### config.mk
export PLATFORM = sky130hd
export DESIGN_NAME = wit_timer
export DESIGN_NICKNAME = d
export VERILOG_FILES = /design/src/rtl/wit_pkg.sv /design/src/rtl/wit_prescaler.sv /design/src/rtl/wit_counter.sv /design/src/rtl/wit_ctrl.sv /design/src/rtl/wit_pulse.sv /design/src/rtl/wit_timer.sv
export SDC_FILE = /design/constraint.sdc
export NUM_CORES = 1
export LEC_CHECK = 0
export BUFFER_PORTS_ARGS = -buffer_cell sky130_fd_sc_hd__buf_2
export CORE_MARGIN = 8
export CORE_UTILIZATION = 53
export DETAILED_ROUTE_END_ITERATION = 12
export PLACE_DENSITY = 0.83
export RECOVER_POWER = 25
export SLEW_MARGIN = 20
export SYNTH_ARGS = -nofsm -noshare
export SYNTH_HDL_FRONTEND = slang
export SYNTH_SLANG_ARGS = --single-unit
### constraint.sdc
create_clock -name clk -period 4.5 [get_ports clk]
set_clock_uncertainty 0.15 [all_clocks]
set_input_delay 0.9 -clock clk [delete_from_list [all_inputs] [get_ports clk]]
set_output_delay 0.9 -clock clk [all_outputs]
set_load 0.05 [all_outputs]
### src/rtl/wit_pkg.sv
// Package: shared constants and helpers for the dual-mode timer.
// Assumes a byte-wide register bus and an 8-code tap select.
package wit_pkg;
    localparam int DATA_W    = 8;
    localparam int SEL_W     = 3;
    localparam int NUM_TAPS  = 1 << SEL_W;
    localparam int PULSE_LEN = 8;

    // Control/status bit positions (decoded by software, so fixed).
    localparam int BIT_FLAG = 7;
    localparam int BIT_MODE = 6;
    localparam int BIT_RUN  = 5;

    // log2 of the prescaler divide ratio for each select code.
    function automatic int tap_shift(input int code);
        case (code)
            0:       return 1;
            1:       return 6;
            2:       return 7;
            3:       return 9;
            4:       return 11;
            5:       return 13;
            6:       return 15;
            default: return 17;
        endcase
    endfunction

    localparam int PRE_W = tap_shift(NUM_TAPS - 1);

    typedef struct packed {
        logic             flag;
        logic             mode;
        logic             run;
        logic [SEL_W-1:0] sel;
    } csr_t;
endpackage

### src/rtl/wit_prescaler.sv
// Prescaler: free-running divider held at zero while stopped; emits a
// one-cycle tick when the selected tap's low bits are all ones.
// Assumes sel may change at any time; a tick is never two cycles long.
module wit_prescaler
    import wit_pkg::*;
(
    input  logic             clk,
    input  logic             rst_n,
    input  logic             run,
    input  logic [SEL_W-1:0] sel,
    output logic             tick
);
    logic [PRE_W-1:0]    pre_q;
    logic [NUM_TAPS-1:0] tap_hit;

    // Divider: counts while running, cleared when stopped or in reset.
    always_ff @(posedge clk) begin
        if (!rst_n || !run) pre_q <= '0;
        else                pre_q <= pre_q + PRE_W'(1);
    end

    // One tap detector per select code.
    for (genvar g = 0; g < NUM_TAPS; g++) begin : g_tap
        localparam int SH = tap_shift(g);
        assign tap_hit[g] = &pre_q[SH-1:0];
    end

    // Tick only while running, from the chosen tap.
    assign tick = run && tap_hit[sel];

    // a tick is followed by a cycle with no tick, for every tap.
    a_r3_tick_single: assert property (@(posedge clk) disable iff (!rst_n)
        tick |=> !tick);
endmodule

### src/rtl/wit_counter.sv
// Counter: the software-visible up-counter. A bus write takes priority
// over an increment in the same cycle; wrap from all-ones is reported.
module wit_counter
    import wit_pkg::*;
(
    input  logic              clk,
    input  logic              rst_n,
    input  logic              tick,
    input  logic              wr,
    input  logic [DATA_W-1:0] wdata,
    output logic [DATA_W-1:0] count,
    output logic              wrap
);
    localparam logic [DATA_W-1:0] TOP = '1;

    // Wrap event: an increment from the top value that is not overridden.
    assign wrap = tick && !wr && (count == TOP);

    // Count register: write first, then increment.
    always_ff @(posedge clk) begin
        if (!rst_n)    count <= '0;
        else if (wr)   count <= wdata;
        else if (tick) count <= count + DATA_W'(1);
    end

    // a write is stored even when an increment is due.
    a_r10_write_wins: assert property (@(posedge clk) disable iff (!rst_n)
        wr |=> count == $past(wdata));
    // with no tick and no write the count holds.
    a_r2_hold: assert property (@(posedge clk) disable iff (!rst_n)
        (!tick && !wr) |=> $stable(count));
    // a reported wrap leaves the count at zero.
    a_r4_wrap_zero: assert property (@(posedge clk) disable iff (!rst_n)
        wrap |=> count == '0);
endmodule

### src/rtl/wit_ctrl.sv
// Control/status: mode, run and tap fields plus the sticky overflow flag
// with its read-before-clear rule. Assumes at most one bus access per cycle.
module wit_ctrl
    import wit_pkg::*;
(
    input  logic              clk,
    input  logic              rst_n,
    input  logic              wr,
    input  logic              rd,
    input  logic [DATA_W-1:0] wdata,
    input  logic              wrap,
    output csr_t              csr
);
    logic armed_q;
    logic set_flag, clr_sw, clr_stop, flag_d;

    assign set_flag = wrap && !csr.mode;
    assign clr_sw   = wr && !wdata[BIT_FLAG] && armed_q;
    assign clr_stop = wr && !wdata[BIT_RUN] && !csr.mode;

    // Next flag: setting wins over any clear in the same cycle.
    always_comb begin
        if (set_flag)               flag_d = 1'b1;
        else if (clr_sw || clr_stop) flag_d = 1'b0;
        else                        flag_d = csr.flag;
    end

    // Field registers: software writes mode, run and tap select.
    always_ff @(posedge clk) begin
        if (!rst_n) begin
            csr.mode <= 1'b0;
            csr.run  <= 1'b0;
            csr.sel  <= '0;
        end else if (wr) begin
            csr.mode <= wdata[BIT_MODE];
            csr.run  <= wdata[BIT_RUN];
            csr.sel  <= wdata[SEL_W-1:0];
        end
    end

    // Flag register and its read-as-one marker.
    always_ff @(posedge clk) begin
        if (!rst_n) begin
            csr.flag <= 1'b0;
            armed_q  <= 1'b0;
        end else begin
            csr.flag <= flag_d;
            if (!flag_d)              armed_q <= 1'b0;
            else if (rd && csr.flag)  armed_q <= 1'b1;
        end
    end

    // an interval-mode wrap sets the flag.
    a_r4_flag_set: assert property (@(posedge clk) disable iff (!rst_n)
        (wrap && !csr.mode) |=> csr.flag);
    // in watchdog mode a clear flag stays clear.
    a_r5_no_flag: assert property (@(posedge clk) disable iff (!rst_n)
        (csr.mode && !csr.flag) |=> !csr.flag);
    // without a prior read, writing 0 keeps the flag (run kept on).
    a_r6_needs_read: assert property (@(posedge clk) disable iff (!rst_n)
        (csr.flag && wr && !armed_q && wdata[BIT_RUN]) |=> csr.flag);
    // after a read of 1, writing 0 clears it unless a wrap sets it again.
    a_r7_clear: assert property (@(posedge clk) disable iff (!rst_n)
        (wr && !wdata[BIT_FLAG] && armed_q && !wrap) |=> !csr.flag);
endmodule

### src/rtl/wit_pulse.sv
// Pulse stretcher: turns a one-cycle start into an active-low output of
// LEN clocks; a new start restarts the pulse.
module wit_pulse #(
    parameter int LEN = 8
) (
    input  logic clk,
    input  logic rst_n,
    input  logic start,
    output logic out_n
);
    localparam int PW = $clog2(LEN + 1);
    logic [PW-1:0] left_q;

    // Remaining-length counter.
    always_ff @(posedge clk) begin
        if (!rst_n)            left_q <= '0;
        else if (start)        left_q <= PW'(LEN);
        else if (left_q != '0) left_q <= left_q - PW'(1);
    end

    assign out_n = (left_q == '0);

    // a start drives the output low on the next cycle.
    a_r5_pulse_low: assert property (@(posedge clk) disable iff (!rst_n)
        start |=> !out_n);
    // the output returns high only from the last count.
    a_r5_pulse_end: assert property (@(posedge clk) disable iff (!rst_n)
        $rose(out_n) |-> $past(left_q) == PW'(1));
endmodule

### src/rtl/wit_timer.sv
// Top: dual-mode watchdog / interval timer with a byte register bus.
// Assumes bus_wr and bus_rd are not asserted together.
module wit_timer
    import wit_pkg::*;
#(
    parameter int PULSE_CLKS = PULSE_LEN
) (
    input  logic              clk,
    input  logic              rst_n,
    input  logic              bus_sel,
    input  logic              bus_wr,
    input  logic              bus_rd,
    input  logic [DATA_W-1:0] bus_wdata,
    output logic [DATA_W-1:0] bus_rdata,
    output logic              bus_rvalid,
    output logic              irq_interval,
    output logic              wdt_ovf_n
);
    csr_t              csr;
    logic              tick, wrap;
    logic [DATA_W-1:0] count;
    logic [DATA_W-1:0] csr_byte;
    logic              wire_unused;

    assign wire_unused = ^bus_wdata[4:3];

    wit_prescaler u_pre (
        .clk  (clk),
        .rst_n(rst_n),
        .run  (csr.run),
        .sel  (csr.sel),
        .tick (tick)
    );

    wit_counter u_cnt (
        .clk  (clk),
        .rst_n(rst_n),
        .tick (tick),
        .wr   (bus_wr && !bus_sel),
        .wdata(bus_wdata),
        .count(count),
        .wrap (wrap)
    );

    wit_ctrl u_ctrl (
        .clk  (clk),
        .rst_n(rst_n),
        .wr   (bus_wr && bus_sel),
        .rd   (bus_rd && bus_sel),
        .wdata(bus_wdata),
        .wrap (wrap),
        .csr  (csr)
    );

    wit_pulse #(.LEN(PULSE_CLKS)) u_pulse (
        .clk  (clk),
        .rst_n(rst_n),
        .start(wrap && csr.mode),
        .out_n(wdt_ovf_n)
    );

    assign csr_byte     = {csr.flag, csr.mode, csr.run, 2'b11, csr.sel};
    assign irq_interval = csr.flag;

    // Read port: registered data and valid strobe.
    always_ff @(posedge clk) begin
        if (!rst_n) begin
            bus_rdata  <= '0;
            bus_rvalid <= 1'b0;
        end else begin
            bus_rvalid <= bus_rd;
            if (bus_rd) bus_rdata <= bus_sel ? csr_byte : count;
        end
    end

    // control/status reads always carry ones in bits 4 and 3.
    a_r11_fixed_ones: assert property (@(posedge clk) disable iff (!rst_n)
        (bus_rd && bus_sel) |=> bus_rdata[4:3] == 2'b11);
endmodule

Word level (Yosys, flattened, before mapping):

Cells that the tools add are included.

* flip-flop bits (word level): 45
* output and inout bits: 11
* logic and storage cells: 61

* add/subtract/negate cells: 3
* order comparisons: 1
* equal/unequal tests: 1
* muxes and demuxes: 9
* bitwise gates (word level): 1
* reduce and logical (&&, ||, !) cells: 35

Operators by type and width (number)
* 8-bit two-way mux: 3
* 17-bit by 1-bit adder with 17-bit output (second input constant): 1
* 17-bit AND reduction: 1
* 15-bit AND reduction: 1
* 1-bit logical AND: 13
* 13-bit AND reduction: 1
* 11-bit AND reduction: 1
* 9-bit AND reduction: 1
* 8-bit by 1-bit adder with 8-bit output (second input constant): 1
* 8-bit equality test (second input constant): 1
* 4-bit two-way mux: 2
* 1-bit zero test: 7
* 7-bit AND reduction: 1
* 6-bit AND reduction: 1
* 4-bit zero test: 1
* 3-bit by 4-bit < comparator with 1-bit output (second input constant): 1
* 2-bit nonzero test: 2
* 4-bit nonzero test: 1
* 4-bit by 1-bit subtractor with 4-bit output (second input constant): 1
* 1-bit binary-select mux with 3-bit select: 1
* 1-bit two-way mux: 3
* 1-bit logical OR: 2
* 2-bit AND reduction: 1
* 2-bit OR reduction: 1
* 1-bit inverter: 1

Longest topological paths before layout:

Gate-level depths: netlist of run 1.

* word-level depth: 9
* depth in mapped cells: 10
* depth with buffers taken out: 10

Modules after synthesis:

Synthesis of run 1 repeated with hierarchy kept, for this count alone.

* cell total of the unflattened synthesis: 239
* area, all modules: 2139.6 µm²

Modules (own cells, without submodules)
* wit_prescaler: instances 1, cells each 94, area an instance 804.5 µm²
* wit_counter: instances 1, cells each 55, area an instance 464.2 µm²
* wit_timer: instances 1, cells each 41, area an instance 391.6 µm²
* wit_ctrl: instances 1, cells each 29, area an instance 280.3 µm²
* wit_pulse: instances 1, cells each 20, area an instance 198.9 µm²

Worst setup path before layout of run 1:

Ideal clock, no wire load.

* path type: register to output
* start point: register u_pulse.left_q[0]
* end point: output wdt_ovf_n
* data arrival time: 1902 ps
* required time: 3450 ps
* slack: 1548 ps
* stages on the path, launching flop included: 4
* cell sequence: dfxtp_1 -> inv_1 -> ha_1 -> nor3b_1

* cells in the longest elaborated chain, start to end: 1

Ends and longest elaborated chain
* start: declaration: RTL line wit_pulse.sv:12 `logic [PW-1:0] left_q;`
* start signal: assignment: RTL line wit_pulse.sv:17 `else if (start) left_q <= PW'(LEN);`
* start signal: assignment: RTL line wit_pulse.sv:18 `else if (left_q != '0) left_q <= left_q - PW'(1);`
* 4-bit zero test: RTL line wit_pulse.sv:21 `assign out_n = (left_q == '0);`
* end: declaration: RTL line wit_timer.sv:17 `output logic wdt_ovf_n`

No other way between the ends.

Worst setup path in the final report of run 1:

Ends and elaborated chain as after synthesis.

==> summary.md, run 1 <==
| Metric | Value |
|---|---|
| Status | `finished clean` |
| Power density cells | `around 360 nW/um2` |
| CTS Hold Buffers Added | `0` |
| HPWL Detailed | `~3200 um` |
| Post-CTS Resized | `0` |
| Layout cells sized above 1 | `0.145` |
| Syn Nets | `260` |
| Die X-Extent | `around 80 um` |
| Area Overhead vs Synth | `9.87%` |
| Initial antenna violation count | `0` |
| Final nets | `around 280` |
| Drt first-iter violations | `100` |
| H-tree Lvls | `2` |
| Seq/Total Area, Yosys | `0.413` |
| Syn Std Cell Area | `roughly 2200 um2` |
| Die Y | `between 80 and 90 um` |
| Crit path max-delay cell type | `nor3b_1` |
| GRT Util Overall | `0.141` |
| Routability cong. | `a little over 0.8` |
| Non-filler instance count after layout | `about 310` |
| ANT nets after route | `0` |
| Dpl cells | `about 300` |
| Top FF cell, synth | `dfxtp_1` |
| Max clock buf depth | `2` |
| Global route total overflow | `0` |
| Drt via density | `5.58` |
| Final setup viols | `0` |
| EDFF count, synth | `0` |
| Leak Pwr | `0.921 nW` |
| Number of synthesized register bits | `between 40 and 50` |
| Post-CTS setup buffers | `0` |
| Critical Path, Cell by Cell | `inv_1, ha_1, nor3b_1, buf_2` |
| Internal Power | `0.000595 W` |
| Inserted Diodes | `0` |
| Initial core utilization | `0.549` |
| Period minus WS final | `2.75 ns` |
| Met3 Track Usage GR | `0.0324` |
| Largest net degree at the start of global routing | `34` |
| Std-Cell Rows | `23` |
| Startpoint Class | `flip-flop` |
| Die Area | `around 6400 um2` |
| Syn Area/Cell | `9.01 um2` |
| Final WL | `around 4300 um` |
| DRT Pass-1 Iters | `4` |
| Fin Setup TNS | `0 ns` |
| CTS root buffer | `clkbuf_8` |
| Tightest Pin Transition | `~1.1 ns` |
| Num CTS Buffers | `5` |
| Clock power frac | `0.276` |
| Sequential share of power | `0.516` |
| Fmax | `between 300 and 400 MHz` |
| Comb power frac | `0.207` |
| Met2 usage | `0.236` |
| CTS tree | `done` |
| Ports | `24` |
| Final worst-path cycle share | `0.610` |
| Unrepaired setup endpoints after global routing | `no` |
| Crit path arrival time | `~1.7 ns` |
| Max VDD drop | `between 150 and 200 uV` |
| Asr flop ratio synth | `0` |
| Pins Over Slew Limit | `0` |
| Max Cap Viol | `0` |
| Synth warn | `0` |
| Buffers added on ports | `23` |
| Clock tree sinks | `between 40 and 50` |
| Worst-Skew Late Latency | `~0.29 ns` |
| Slew margin rel. | `0.234` |
| Hold Path Class | `reg -> reg` |
| Critical path's largest stage delay | `around 0.44 ns` |
| GR peak layer | `met2` |
| Final Hold Vio Count | `0` |
| CORE AREA | `~4000 um2` |
| Distinct cell type count after synthesis | `38` |
| Sw Share | `0.310` |
| P_sw | `approximately 0.00027 W` |
| CP max FO | `4` |
| DRC | `0` |
| Req. time, crit path | `roughly 3.5 ns` |
| Critical Path Sink Type | `output port` |
| Vias in the first global route | `1,655` |
| Worst-path clk slew | `roughly 0.080 ns` |
| Kind of critical path | `reg -> out` |
| Total number of vias | `roughly 1.7k` |
| Mapped Cells | `242` |
| First-pass GRT wire length | `between 7000 and 8000 um` |
| Met1 Track Usage GR | `0.165` |
| WL per Instance | `13.9 um` |
-- cell type report --
type / count / area (um2)
Clock buffer: 8 / 80.1
Fill cell: 339 / 1580
Inverter: 8 / 30.0
Multi-Input combinational cell: 178 / 1210
Sequential cell: 45 / 901
Tap cell: 50 / 62.6
Timing Repair Buffer: 23 / 114
-- synthesized netlist by cell type (all sizes together), types with 2 or more instances --
| cell type | instances | area share |
|---|---|---|
| o21ai | 16 | 0.038 |
| nor3 | 4 | 0.0092 |
| a2111oi | 4 | 0.033 |
| o22ai | 2 | 0.0057 |
| dfxtp | 45 | 0.41 |
| and3 | 12 | 0.034 |
| mux2i | 7 | 0.032 |
| a21boi | 5 | 0.017 |
| nand3 | 15 | 0.040 |
| xor2 | 3 | 0.012 |
| nand2 | 29 | 0.050 |
| o211a | 5 | 0.023 |
| inv | 8 | 0.014 |
| and2 | 2 | 0.0057 |
| clkbuf | 11 | 0.019 |
| a211oi | 3 | 0.016 |
| nand4 | 6 | 0.017 |
| xnor2 | 14 | 0.056 |
| or3 | 3 | 0.0086 |
| a21oi | 12 | 0.028 |
| ha | 5 | 0.029 |
| nor2 | 19 | 0.033 |
-- layout by cell type, fill, tap and decap left out, types with 5 or more instances in the layout --
cell / n
mux2i_1: 7
nand4_1: 6
buf_2: 22
o21ai_0: 15
nand3_1: 14
a21oi_1: 12
inv_1: 8
nor2_1: 19
ha_1: 5
dfxtp_1: 45
xnor2_1: 14
o211a_1: 5
clkbuf_8: 5
nand2_1: 29
a21boi_0: 5
and3_1: 12
-- layer usage --
metal / routed length, um / up-vias
li1: - / 901
met4: 83 / 0
met3: 162 / 6
met1: 1980 / 798
met2: 2120 / 36
met5: 0 / -
-- power by group through the flow --
stage               clock, W  combinational (W)  sequential (W)
global route        0.000256           0.000199        0.000449
finish              0.000238           0.000179        0.000445
CTS                 0.000243           0.000182        0.000445
detailed placement         0           0.000180        0.000454
floorplan                  0           0.000126        0.000467
global placement           0           0.000175        0.000453
-- registers in the layout (all words and copies together) (netlist names) --
register / cells
bus_rdata: 8
bus_rvalid: 1
u_cnt.count: 8
u_ctrl.armed_q: 1
u_ctrl.csr: 6
u_pre.pre_q: 17
u_pulse.left_q: 4
-- worst paths after layout --
path | startpoint | endpoint | slack, ns | cells after the start
max | u_pulse.left_q[0]$_SDFFE_PP0N_ | wdt_ovf_n | 1.75 | 4
min | bus_rdata[5]$_SDFFE_PN0P_ | bus_rdata[5]$_SDFFE_PN0P_ | 0.33 | 1
max reg2reg | u_pre.pre_q[0]$_SDFF_PP0_ | u_pulse.left_q[3]$_SDFFE_PN0P_ | 1.77 | 10
min reg2reg | bus_rdata[5]$_SDFFE_PN0P_ | bus_rdata[5]$_SDFFE_PN0P_ | 0.33 | 1
-- worst max-delay path: cells and delay by family (launching register included) --
family,cells,cell delay (ns)
buffers and inverters,2,0.44
and+or+nand+nor,1,0.44
DFF,1,0.33
adders and majority gates,1,0.20
-- stage by stage --
stage	area, um2	hold slack, ns	total power [W]	setup WS [ns]	util
3_5_place_dp	2320	0.312	0.000634	1.79	0.583
5_1_grt	2390	0.344	0.000904	1.48	0.603
2_1_floorplan	2180	0.291	0.000593	1.55	-
4_1_cts	2400	0.331	0.000869	1.72	0.603
6_report	2390	0.326	0.000862	1.75	0.603
3_3_place_gp	2320	0.306	0.000628	1.89	0.583
-- logic make-up after synthesis --
family / synth area share
DFF: 0.413
adders and majority gates: 0.0287
buffers and inverters: 0.0327
and+or+nand+nor: 0.208
AOI/OAI and AO/OA: 0.217
xor gates and xnor gates: 0.0683
muxes: 0.0321
No activity file was read; power rests on OpenSTA's default activity.
==> run 2: changes to the inputs <==
clock period = 2.88 ns   (was 4.5 ns; I/O delays follow)
==> summary.md, run 2 (same netlist as run 1, synthesis figures left out) <==
| Metric | Value |
|---|---|
| Status | `finished clean` |
| Final worst-path cycle share | `0.949` |
| Die Area | `6420 um2 (unchanged)` |
| CTS root buffer | `clkbuf_8` |
| Startpoint Class | `flip-flop` |
| Routability cong. | `0.871 (+7.3%)` |
| Std-Cell Rows | `23 (unchanged)` |
| Req. time, crit path | `2.92 ns (-0.53 ns)` |
| Final WL | `4730 um (+9.0%)` |
| Worst-Skew Late Latency | `0.29 ns (about the same)` |
| GR peak layer | `met2` |
| Global route total overflow | `0 (unchanged)` |
| Initial antenna violation count | `0 (unchanged)` |
| Crit path arrival time | `2.78 ns (+1.08 ns)` |
| Max clock buf depth | `2 (unchanged)` |
| Period minus WS final | `between 2 and 3 ns` |
| Fmax | `~370 MHz` |
| Met2 usage | `0.273 (+0.0372)` |
| Largest net degree at the start of global routing | `34 (unchanged)` |
| HPWL Detailed | `3370 um (+6.8%)` |
| CP max FO | `6 (+2)` |
| Hold Path Class | `reg -> reg` |
| Most frequent cells in the layout | `45 x dfxtp_1, 29 x nand2_1, 22 x buf_2` |
| Fin Setup TNS | `0 ns (unchanged)` |
| Power density cells | `619 nW/um2 (+72%)` |
| Initial core utilization | `0.549 (unchanged)` |
| Met3 Track Usage GR | `0.0391 (+0.00670)` |
| GRT Util Overall | `0.155 (+0.0133)` |
| Most flop-heavy register | `u_pre.pre_q` |
| First-pass GRT wire length | `8050 um (+10%)` |
| Slew margin rel. | `0.398 (+0.163)` |
| Drt first-iter violations | `93 (-7.0%)` |
| Unrepaired setup endpoints after global routing | `no` |
| Most common cell after layout, fill and taps aside | `dfxtp_1` |
| CTS Hold Buffers Added | `0 (unchanged)` |
| Fill count | `336 (-0.88%)` |
| Clock tree sinks | `45 (unchanged)` |
| Final Hold Vio Count | `0 (unchanged)` |
| Pins Over Slew Limit | `0 (unchanged)` |
| Worst Setup SP | `u_pre.pre_q[0]$_SDFF_PP0_` |
| Top flop regs | `u_pre.pre_q x17, bus_rdata x8, u_cnt.count x8` |
| Drt via density | `5.82 (+4.3%)` |
| Hold wc startpoint | `bus_rdata[0]$_SDFFE_PN0P_` |
| CTS tree | `done` |
| DRC | `0 (unchanged)` |
| Worst-path clk slew | `0.08 ns (about the same)` |
| CORE AREA | `3970 um2 (unchanged)` |
| Ports | `24 (unchanged)` |
| Met1 Track Usage GR | `0.171 (+0.00617)` |
| ANT nets after route | `0 (unchanged)` |
| Crit Reg-Reg Startpoint | `u_pre.pre_q[0]$_SDFF_PP0_` |
| Final setup viols | `0 (unchanged)` |
| Total number of vias | `1,833 (+5.3%)` |
| Buffers added on ports | `23 (unchanged)` |
| Num CTS Buffers | `5 (unchanged)` |
| WL per Instance | `15.0 um (+7.9%)` |
| Max Cap Viol | `0 (unchanged)` |
| Layout cells sized above 1 | `0.170 (+0.0248)` |
| Leak Pwr | `0.965 nW (+4.8%)` |
| Tightest Pin Transition | `0.903 ns (-0.245 ns)` |
| Die Y | `80.1 um (unchanged)` |
| Inserted Diodes | `0 (unchanged)` |
| Max reg flops | `17 (unchanged)` |
| Die X-Extent | `80.1 um (unchanged)` |
| Vias in the first global route | `1,759 (+6.3%)` |
| H-tree Lvls | `2 (unchanged)` |
| DRT Pass-1 Iters | `4 (unchanged)` |
| FF-to-FF setup slack | `0.15 ns (-1.62 ns)` |
| Area Overhead vs Synth | `13.5%` |
| Final Util | `0.623 (+0.0198)` |
| Kind of critical path | `reg -> reg` |
| Final nets | `282 (+1.1%)` |
| Max VDD drop | `417 uV (+160%)` |
| Critical Path Sink Type | `flip-flop` |
==> run 2: stage by stage <==
| stage | area, um2 | setup WS, ns | std cells | hold WS [ns] | total power (W) |
|---|---|---|---|---|---|
| 3_3_place_gp | 2320 | 0.258 | 305 | 0.306 | 0.000982 |
| 3_5_place_dp | 2320 | 0.144 | 305 | 0.316 | 0.000993 |
| 4_1_cts | 2460 | 0.0605 | 313 | 0.335 | 0.00154 |
| 2_1_floorplan | 2180 | 0.252 | 242 | 0.291 | 0.000926 |
| 6_report | 2470 | 0.146 | 315 | 0.330 | 0.00153 |
| 5_1_grt | 2470 | 0.00154 | 315 | 0.354 | 0.00161 |
==> run 2: path summary, 6_finish.rpt <==
path	endpoint	depth (start not counted)
min	bus_rdata[0]$_SDFFE_PN0P_	1
min reg2reg	bus_rdata[0]$_SDFFE_PN0P_	1
max reg2reg	u_ctrl.armed_q$_SDFFE_PN0P_	10
max	u_ctrl.armed_q$_SDFFE_PN0P_	10
==> run 2: what timing repair did <==
action / 4_1_cts / 5_1_grt
setup buffers: 0 / 2
endpoints found under the hold margin: 0 / 0
endpoints found under the setup margin: 0 / 11
resized for setup: 0 / 1
==> run 2: worst max-delay path, stage by stage, from the launching register on <==
cell and delay [ns]:
dfxtp_1 0.35, ha_1 0.26, nand4_1 0.18, nor2_2 0.09
and3_1 0.20, ha_1 0.21, a221oi_4 0.53, a211oi_4 0.09
buf_4 0.16, a32o_1 0.25, and3_1 0.16
==> run 2: final cells by class <==
| cell class | count | area (um2) | share of cell area |
|---|---|---|---|
| tap | 50 | 62.6 | 0.0253 |
| sequential | 45 | 901 | 0.364 |
| timing repair buffer | 26 | 136 | 0.0551 |
| inverter | 8 | 30.0 | 0.0121 |
| clock buffer | 5 | 68.8 | 0.0278 |
| multi-input combinational | 178 | 1210 | 0.489 |
| clock inverter | 3 | 65.1 | 0.0263 |
==> run 2: per-layer routing <==
| layer | share of wire | up-vias |
|---|---|---|
| li1 | - | 905 |
| met1 | 0.44 | 898 |
| met2 | 0.52 | 23 |
| met3 | 0.021 | 7 |
| met4 | 0.016 | 0 |
| met5 | 0 | - |
==> run 2: report_power, final <==
| part | internal, W | total (W) | switching (W) |
|---|---|---|---|
| clock | 0.000344 | 0.000553 | 0.000209 |
| combinational | 0.0000987 | 0.000282 | 0.000183 |
| sequential | 0.000661 | 0.000696 | 0.0000356 |
| total | 0.00110 | 0.00153 | 0.000427 |
==> run 3: changes to the inputs <==
==> constraint.sdc (replaced) <==
create_clock -name clk -period 2.88 [get_ports clk]
set_clock_uncertainty 0.15 [all_clocks]
set_input_delay 0.288 -clock clk [delete_from_list [all_inputs] [get_ports clk]]
set_output_delay 0.288 -clock clk [all_outputs]
set_load 0.05 [all_outputs]
==> summary.md, run 3 (same netlist as run 1, synthesis figures left out) <==
| Metric | Value |
|---|---|
| Status | `finished clean` |
| Unrepaired setup endpoints after global routing | `no` |
| Fmax | `378 MHz (+3.5%)` |
| Fin Setup TNS | `0 ns (unchanged)` |
| Initial core utilization | `0.549 (unchanged)` |
| WL per Instance | `14.0 um (-6.7%)` |
| Layout cells sized above 1 | `0.166 (-0.00377)` |
| Worst-path clk slew | `0.08 ns (about the same)` |
| Max clock buf depth | `2 (unchanged)` |
| Slew margin rel. | `0.236 (-0.162)` |
| First-pass GRT wire length | `7670 um (-4.8%)` |
| Num CTS Buffers | `5 (unchanged)` |
| Most flop-heavy register | `u_pre.pre_q` |
| Crit path arrival time | `2.72 ns (-0.06 ns)` |
| Tightest Pin Transition | `1.15 ns (+0.243 ns)` |
| Drt via density | `5.55 (-4.6%)` |
| Crit-path most repeated cell | `ha_1` |
| Power density cells | `594 nW/um2 (-4.1%)` |
| Routability cong. | `0.841 (-3.5%)` |
| Die Area | `6420 um2 (unchanged)` |
| Std-Cell Rows | `23 (unchanged)` |
| Most common cell after layout, fill and taps aside | `dfxtp_1` |
| Die X-Extent | `80.1 um (unchanged)` |
| Final nets | `282 (unchanged)` |
| Critical Path, Cell by Cell | `ha_1, nand4_1, nor2_2, ha_1, nand2_1, o311ai_2, o211ai_4, a211oi_4, buf_4, nand3b_1, a31oi_1` |
| Drt first-iter violations | `86 (-7.5%)` |
| Fill count | `334 (-0.60%)` |
| Inserted Diodes | `0 (unchanged)` |
| Tot Pwr | `0.00146 W (-4.8%)` |
| Final setup viols | `0 (unchanged)` |
| Worst r2r path cells | `11 (+1)` |
| CTS root buffer | `clkbuf_8` |
| Crit path buffers/inverters | `1 (unchanged)` |
| Vias in the first global route | `1,709 (-2.8%)` |
| Total number of vias | `1,749 (-4.6%)` |
| H-tree Lvls | `2 (unchanged)` |
| Hold Path Depth | `3 (+2)` |
| Post-Layout Inst Area | `2460 um2 (-0.71%)` |
| Hold wc startpoint | `bus_wdata[4]` |
| Die Y | `80.1 um (unchanged)` |
| Final WL | `4420 um (-6.7%)` |
| Crit path max-delay cell type | `dfxtp_1` |
| Hold Path Class | `in -> reg` |
| Leak Pwr | `0.955 nW (-1.0%)` |
| Clock tree sinks | `45 (unchanged)` |
| Buffers added on ports | `23 (unchanged)` |
| ANT nets after route | `0 (unchanged)` |
| Kind of critical path | `reg -> reg` |
| CTS Hold Buffers Added | `0 (unchanged)` |
| Max reg flops | `17 (unchanged)` |
| Initial antenna violation count | `0 (unchanged)` |
| Ports | `24 (unchanged)` |
| CTS tree | `done` |
| Critical Path Sink Type | `flip-flop` |
| Critical path's largest stage delay | `0.39 ns (-0.14 ns)` |
| HPWL Detailed | `3120 um (-7.7%)` |
| Req. time, crit path | `2.95 ns (+0.03 ns)` |
| Area Overhead vs Synth | `12.7%` |
| Final Hold Vio Count | `0 (unchanged)` |
| CP max FO | `6 (unchanged)` |
| Final hold slack | `0.0958 ns (-0.234 ns)` |
| DRT Pass-1 Iters | `4 (unchanged)` |
| Startpoint Class | `flip-flop` |
| CP delay by family, top | `compound AO/OA/AOI/OAI gates` |
| FF-to-FF setup slack | `0.24 ns (+0.09 ns)` |
| Crit Reg-Reg Startpoint | `u_pre.pre_q[0]$_SDFF_PP0_` |
| Max VDD drop | `305 uV (-27%)` |
| Worst flop-to-flop path endpoint | `u_cnt.count[2]$_SDFFE_PN0P_` |
| Global route total overflow | `0 (unchanged)` |
| Fin worst setup slack | `0.238 ns (+0.0913 ns)` |
| GRT Util Overall | `0.148 (-0.00688)` |
| Largest net degree at the start of global routing | `34 (unchanged)` |
| CORE AREA | `3970 um2 (unchanged)` |
| Worst-Skew Late Latency | `0.29 ns (about the same)` |
| Pins Over Slew Limit | `0 (unchanged)` |
| Placed cell area | `2320 um2 (unchanged)` |
| Final worst-path cycle share | `0.918 (-0.0317)` |
| Most frequent cells in the layout | `45 x dfxtp_1, 29 x nand2_1, 22 x buf_2` |
| Period minus WS final | `2.64 ns (-0.0913 ns)` |
| Max Cap Viol | `0 (unchanged)` |
| Top flop regs | `u_pre.pre_q x17, bus_rdata x8, u_cnt.count x8` |
| DRC | `0 (unchanged)` |
| WHS Endpoint | `u_cnt.count[4]$_SDFFE_PN0P_` |
| Place WS | `0.157 ns (+0.0123 ns)` |
## run 3: changes by cell type in the layout (fill, tap and decap cells not counted)
| cell | previous run | this run |
|---|---|---|
| clkinv_2 | 1 | 0 |
| bufinv_16 | 2 | 1 |
| clkbuf_8 | 5 | 6 |
| clkbuf_1 | 1 | 2 |
## run 3: per-layer routing
metal | track usage | share of wire
met4 | 0.0582 | 0.013
met2 | 0.253 | 0.50
met1 | 0.169 | 0.46
met3 | 0.0402 | 0.024
met5 | 0 | 0
## run 3: where the power goes
| group | switching [W] | internal [W] | leakage [nW] | total, W |
|---|---|---|---|---|
| clock network | 0.000199 | 0.000283 | 0.0585 | 0.000482 |
| registers | 0.0000344 | 0.000661 | 0.367 | 0.000695 |
| logic | 0.000183 | 0.0000983 | 0.530 | 0.000281 |
## run 3: layout make-up
| type | count | area [um2] | area share |
|---|---|---|---|
| Inverter | 8 | 30.0 | 0.0122 |
| Multi-Input combinational cell | 178 | 1210 | 0.493 |
| Timing Repair Buffer | 26 | 136 | 0.0555 |
| Clock inverter | 1 | 30.0 | 0.0122 |
| Clock buffer | 7 | 86.3 | 0.0352 |
| Tap cell | 50 | 62.6 | 0.0255 |
| Sequential cell | 45 | 901 | 0.367 |
## run 3: repair_timing
| action | 4_1_cts | 5_1_grt |
|---|---|---|
| setup buffers | 0 | 2 |
| setup endpoints to repair | 0 | 8 |
| resized for setup | 0 | 1 |
## run 3: metrics by stage
step / instances / util
2_1_floorplan: 242 / -
6_report: 315 / 0.618
5_1_grt: 315 / 0.618
3_3_place_gp: 305 / 0.585
4_1_cts: 313 / 0.614
3_5_place_dp: 305 / 0.585
## run 3: how the worst max path moves through the flow
stage	cells past startpoint	startpoint	endpoint	slack, ns
final	11	u_pre.pre_q[0]$_SDFF_PP0_	u_cnt.count[2]$_SDFFE_PN0P_	0.24
after global routing	11	u_pre.pre_q[0]$_SDFF_PP0_	u_cnt.count[2]$_SDFFE_PN0P_	0.04
after CTS	10	u_pre.pre_q[0]$_SDFF_PP0_	u_pulse.left_q[3]$_SDFFE_PN0P_	0.10
after detailed placement	10	u_pre.pre_q[0]$_SDFF_PP0_	u_pulse.left_q[3]$_SDFFE_PN0P_	0.16
after global placement	10	u_pre.pre_q[0]$_SDFF_PP0_	u_pulse.left_q[3]$_SDFFE_PN0P_	0.25
after floorplan	6	u_pulse.left_q[0]$_SDFFE_PP0N_	u_pulse.left_q[1]$_SDFFE_PP0N_	0.38
## run 3: tightest hold or removal path: stages
cell and delay, ns:
buf_2 0.10, nand2_1 0.05, o22ai_1 0.06
